**config.mk**
```make
export PLATFORM = sky130hd
export DESIGN_NAME = bank_state_tracker
export DESIGN_NICKNAME = d
export VERILOG_FILES = /design/src/rtl/bank_trk_pkg.sv /design/src/rtl/bank_trk_rst_sync.sv /design/src/rtl/bank_trk_decode.sv /design/src/rtl/bank_trk_slot.sv /design/src/rtl/bank_state_tracker.sv
export SDC_FILE = /design/constraint.sdc
export NUM_CORES = 1
export LEC_CHECK = 0
export BUFFER_PORTS_ARGS = -buffer_cell sky130_fd_sc_hd__clkbuf_2
export CORE_ASPECT_RATIO = 0.9
export CORE_UTILIZATION = 45
export DETAILED_ROUTE_END_ITERATION = 6
export PLACE_DENSITY = 0.66
export SLEW_MARGIN = 25
export SYNTH_ARGS = -nofsm -noshare
export SYNTH_HDL_FRONTEND = slang
export SYNTH_SLANG_ARGS = --single-unit
```
**constraint.sdc**
```tcl
create_clock -name clk -period 1.8 [get_ports clk]
set_clock_uncertainty 0.2 [all_clocks]
set_input_delay 0.18 -clock clk [delete_from_list [all_inputs] [get_ports clk]]
set_output_delay 0.18 -clock clk [all_outputs]
set_load 0.005 [all_outputs]
```
**src/rtl/bank_trk_pkg.sv**
```systemverilog
package bank_trk_pkg;

  typedef enum logic [2:0] {
    CMD_NOP = 3'd0,
    CMD_ACT = 3'd1,
    CMD_RD  = 3'd2,
    CMD_WR  = 3'd3,
    CMD_PRE = 3'd4
  } cmd_e;

  localparam int unsigned CODE_W = 3;

endpackage

```
**src/rtl/bank_trk_rst_sync.sv**
```systemverilog
module bank_trk_rst_sync #(
  parameter int unsigned STAGES = 2
) (
  input  logic clk,
  input  logic rst_n,
  output logic rst_sync_n
);

  logic [STAGES-1:0] sync_q;
  logic [STAGES-1:0] sync_d;

  always_comb begin
    sync_d = {sync_q[STAGES-2:0], 1'b1};
  end

  always_ff @(posedge clk or negedge rst_n) begin
    if (!rst_n) begin
      sync_q <= '0;
    end else begin
      sync_q <= sync_d;
    end
  end

  assign rst_sync_n = sync_q[STAGES-1];

endmodule

```
**src/rtl/bank_trk_decode.sv**
```systemverilog
module bank_trk_decode
  import bank_trk_pkg::*;
#(
  parameter int unsigned NUM_BANKS = 8,
  parameter int unsigned BA_W      = 3
) (
  input  logic                 cmd_valid,
  input  cmd_e                 cmd_code,
  input  logic [BA_W-1:0]      cmd_bank,
  input  logic                 cmd_all,
  output logic [NUM_BANKS-1:0] act_hit,
  output logic [NUM_BANKS-1:0] pre_hit,
  output logic [NUM_BANKS-1:0] rw_hit
);

  logic is_act;
  logic is_pre;
  logic is_rw;

  always_comb begin
    is_act = cmd_valid && (cmd_code == CMD_ACT);
    is_pre = cmd_valid && (cmd_code == CMD_PRE);
    is_rw  = cmd_valid && ((cmd_code == CMD_RD) || (cmd_code == CMD_WR));
  end

  for (genvar g = 0; g < NUM_BANKS; g++) begin : g_sel
    logic addr_match;
    assign addr_match = (cmd_bank == BA_W'(g));
    assign act_hit[g] = is_act && addr_match;
    assign rw_hit[g]  = is_rw && addr_match;
    assign pre_hit[g] = is_pre && (cmd_all || addr_match);
  end

endmodule

```
**src/rtl/bank_trk_slot.sv**
```systemverilog
module bank_trk_slot #(
  parameter int unsigned TRP_CYC = 4,
  parameter int unsigned CNT_W   = 3
) (
  input  logic clk,
  input  logic rst_n,
  input  logic act_hit,
  input  logic pre_hit,
  output logic open_q,
  output logic open_nxt,
  output logic ready
);

  localparam logic [CNT_W-1:0] TRP_LOAD = CNT_W'(TRP_CYC);

  logic [CNT_W-1:0] cnt_q;
  logic [CNT_W-1:0] cnt_nxt;
  logic             cnt_en;
  logic             cnt_busy;
  logic             act_take;

  always_comb begin
    cnt_busy = (cnt_q != '0);
    ready    = !open_q && !cnt_busy;
    act_take = act_hit && ready;

    if (pre_hit) begin
      open_nxt = 1'b0;
    end else if (act_take) begin
      open_nxt = 1'b1;
    end else begin
      open_nxt = open_q;
    end

    cnt_en = pre_hit || cnt_busy;
    if (pre_hit) begin
      cnt_nxt = TRP_LOAD;
    end else begin
      cnt_nxt = cnt_q - CNT_W'(1);
    end
  end

  always_ff @(posedge clk or negedge rst_n) begin
    if (!rst_n) begin
      open_q <= 1'b0;
    end else begin
      open_q <= open_nxt;
    end
  end

  always_ff @(posedge clk or negedge rst_n) begin
    if (!rst_n) begin
      cnt_q <= '0;
    end else if (cnt_en) begin
      cnt_q <= cnt_nxt;
    end
  end

endmodule

```
**src/rtl/bank_state_tracker.sv**
```systemverilog
module bank_state_tracker
  import bank_trk_pkg::*;
#(
  parameter int unsigned NUM_BANKS = 8,
  parameter int unsigned TRP_CYC   = 4,
  parameter int unsigned BA_W      = $clog2(NUM_BANKS)
) (
  input  logic                 clk,
  input  logic                 rst_n,
  input  logic                 cmd_valid,
  input  logic [2:0]           cmd_code,
  input  logic [BA_W-1:0]      cmd_bank,
  input  logic                 cmd_all,
  output logic [NUM_BANKS-1:0] bank_open,
  output logic [NUM_BANKS-1:0] bank_ready,
  output logic                 any_open,
  output logic                 illegal_cmd
);

  localparam int unsigned CNT_W = $clog2(TRP_CYC + 1);

  logic                 rst_int_n;
  cmd_e                 code_dec;
  logic [NUM_BANKS-1:0] act_hit;
  logic [NUM_BANKS-1:0] pre_hit;
  logic [NUM_BANKS-1:0] rw_hit;
  logic [NUM_BANKS-1:0] open_nxt;
  logic                 illegal_nxt;
  logic                 any_nxt;
  logic                 illegal_q;
  logic                 any_q;

  bank_trk_rst_sync #(.STAGES(2)) rst_sync_i (
    .clk        (clk),
    .rst_n      (rst_n),
    .rst_sync_n (rst_int_n)
  );

  assign code_dec = cmd_e'(cmd_code);

  bank_trk_decode #(
    .NUM_BANKS (NUM_BANKS),
    .BA_W      (BA_W)
  ) decode_i (
    .cmd_valid (cmd_valid),
    .cmd_code  (code_dec),
    .cmd_bank  (cmd_bank),
    .cmd_all   (cmd_all),
    .act_hit   (act_hit),
    .pre_hit   (pre_hit),
    .rw_hit    (rw_hit)
  );

  for (genvar b = 0; b < NUM_BANKS; b++) begin : g_bank
    bank_trk_slot #(
      .TRP_CYC (TRP_CYC),
      .CNT_W   (CNT_W)
    ) slot_i (
      .clk      (clk),
      .rst_n    (rst_int_n),
      .act_hit  (act_hit[b]),
      .pre_hit  (pre_hit[b]),
      .open_q   (bank_open[b]),
      .open_nxt (open_nxt[b]),
      .ready    (bank_ready[b])
    );
  end

  always_comb begin
    illegal_nxt = (|(act_hit & ~bank_ready)) || (|(rw_hit & ~bank_open));
    any_nxt     = |open_nxt;
  end

  always_ff @(posedge clk or negedge rst_int_n) begin
    if (!rst_int_n) begin
      illegal_q <= 1'b0;
      any_q     <= 1'b0;
    end else begin
      illegal_q <= illegal_nxt;
      any_q     <= any_nxt;
    end
  end

  assign illegal_cmd = illegal_q;
  assign any_open    = any_q;

endmodule

```
==> impl_metrics.toml <==
[run_status]
run_status = "complete, no violations"

[global_route]
grt_usage_pct = 18.39
grt_max_degree = 35
antenna_found_initial = 0
first_global_vias = 1676
grt_pass1_wl_mm = 7.714
grt-ovfl-total = 0

[setup_path]
end_kind = "flip-flop"
crit_path_start_kind = "flip-flop"
r2r_end = "illegal_cmd"
arrival_ns = 1.72
worstSetupPathType = "reg2reg"
crit_required_ns = 1.77
r2r_setup_slack_ns = 0.05
r2r_start = "g_bank[7].slot_i.cnt_q[0]"
reg2reg_depth = 7
cp_max_fo = 2

[placed_design]
place_ws_ns = -0.005309
hpwl_mm = 3.220
place.gp.congestion = 0.7746
port_buffers = 27
dpl_cell_area_sq_um = 2419
dpl.cell_count = 320

[cells_and_area]
fin_nets = 298
synthToLayoutAreaGrowth_pct = 19.52
drive_gt1_share_pct = 33.70
regArea_sq_um = 900.9
n_fill_cell = 451
stdcell_area_sq_um = 2689
fin_cells = 338
multi_input_area_sq_um = 1189
diodes = 0

[clock_network]
clk_latency_ns = 0.28
clock_sinks = 36
clkTransAtPathRegs_ns = 0.07
cts-root-buf = "clkbuf_8"
cts_buffer_depth = 2
cts_buffers = 5
htreeDepth = 2
cts_tree = "built"

[synthesis]
yosysMostFrequentCell = "dfrtp_1"
synth_area_sq_um = 2250
synth_common_cells = "dfrtp_1, nor2_1, inv_1, nand2_1"
syn_avg_cell_area_sq_um = 9.655
synthCells = 233
synth.area.top_cells = "dfrtp_1, ha_1, nor2_1, buf_4, mux2i_1"
synth.largest_area_cell = "dfrtp_1"
synthFlopType = "dfrtp_1"
synth-seq-cells = 36
ys_types = 38
syn_nets = 259
synth_edf_count = 0
ys_seq_area_share_pct = 40.04
async_reset_ff_share_pct = 100.0
yosysTopAreaCellShare_pct = 40.04
yosysWarnings = 0

[drt]
drt_iter0_drc = 74
ant_nets = 0
wl_mm = 4.571
drc_errors = 0
highest_layer = "met4"
routedWlPerCell_um = 13.52
via_count = 1707
wl_met1_mm = 2.135
dr_wl_met2_mm = 2.291
first_pass_iters = 6
vias_per_cell = 5.050
routed-wl-met3_um = 111

[timing]
period_share_pct = 97.22
finalHoldViolCount = 0
fmax_mhz = 571.4
fin_crit_ns = 1.750
slew_violations = 0
setup_ws_ns = 0.05004
rsz0062_at_grt = "true"
hold_ws_ns = 0.01646
setup_viol = 0

[hold_path]
whs_path_depth = 2
min_to = "illegal_cmd"
hold_class = "in2reg"
min_from = "cmd_valid"

[die]
initial_core_util_pct = 46.53
chipHeight_um = 69.08
core_sq_um = 4835
row_count = 24
ios = 28
die-area_sq_um = 5286
die_w_um = 76.53

[flow_run]
maxCapViolCount = 0

[pwr]
p_per_area_nw_per_um2 = 1473
ir_worst_vdd_v = 0.0007071
p_leak_uw = 0.001290
total_power_uw = 3961
==> layer usage <==
| metal | global-route usage (%) | vias up |
|---|---|---|
| met1 | 24.53 | 819 |
| met3 | 3.841 | 5 |
| met4 | 4.701 | 0 |
| met2 | 30.43 | 23 |
| met5 | 0 | - |
| li1 | - | 860 |
==> where the power goes <==
part           switching, uW  internal [uW]
Clock                    286            311
Combinational            935           1080
Sequential               210           1140
==> through the flow <==
stage	utilization [%]	TNS (ns)
2_1_floorplan	-	0
3_3_place_gp	50.03	0
3_5_place_dp	50.03	-0.005309
4_1_cts	52.64	0
5_1_grt	55.62	-0.04620
6_report	55.62	0
==> layout make-up <==
type / instances / area share, %
sequential: 36 / 33.50
timing repair buffer: 54 / 13.26
clock buffer: 7 / 3.211
inverter: 18 / 2.513
multi-input combinational: 157 / 44.21
tap: 65 / 3.025
clock inverter: 1 / 0.2792
==> worst max path at each step <==
stage / startpoint / endpoint / cells past startpoint / slack (ns)
after floorplan: g_bank[7].slot_i.cnt_q[0] / illegal_cmd / 7 / 0.07
after global placement: g_bank[7].slot_i.cnt_q[0] / illegal_cmd / 7 / 0.02
after detailed placement: g_bank[4].slot_i.cnt_q[0] / illegal_cmd / 7 / -0.005
after CTS: g_bank[4].slot_i.cnt_q[0] / bank_ready[4] / 6 / 0.01
after global routing: g_bank[5].slot_i.cnt_q[0] / bank_ready[5] / 6 / -0.02
final: g_bank[7].slot_i.cnt_q[0] / illegal_cmd / 7 / 0.05
==> worst max-delay path, cell delays in order, from the launching register on <==
cell and delay, ns:
dfrtp_1 0.40, inv_2 0.07, ha_2 0.17, nand2b_1 0.09, o21ai_2 0.14, o21ai_2 0.07, o31a_1 0.29, a41o_1 0.21
==> logic make-up after synthesis <==
family / Yosys count / synth area share (%)
multiplexers: 10 / 4.450
flip-flops: 36 / 40.04
other: 1 / 0.1667
adder cells (fa/ha/maj): 16 / 8.899
AND/OR/NAND/NOR: 74 / 17.91
buffers and inverters: 40 / 10.79
AO/OA/AOI/OAI: 48 / 14.63
XOR/XNOR: 8 / 3.115
==> layout by cell type, fill, tap and decap left out, drive strengths merged, types with 2 or more instances in the layout <==
master        n
a211oi        9
a21oi         3
and3b         3
buf          24
clkbuf       34
dfrtp        36
dlygate4sd3   3
ha           16
inv          18
mux2i        10
nand2        17
nand2b        8
nor2         34
nor3b         3
nor4          2
o21a          8
o21ai        16
o2bb2ai       7
xnor2         8
==> what timing repair did <==
item	4_1_cts	5_1_grt
setup buffers	0	7
endpoints found under the setup margin	1	7
gates cloned	0	0
hold buffers	3	0
hold endpoints to repair	3	0
resized for setup	4	35
pin swaps	0	6
==> state kept, by name, indices dropped and copies added (netlist names) <==
signal and cells:
any_open 1, g_bank.slot_i.cnt_q 24, g_bank.slot_i.open_q 8, illegal_cmd 1
rst_sync_i.sync_q 2
No activity file was read; power rests on OpenSTA's default activity.
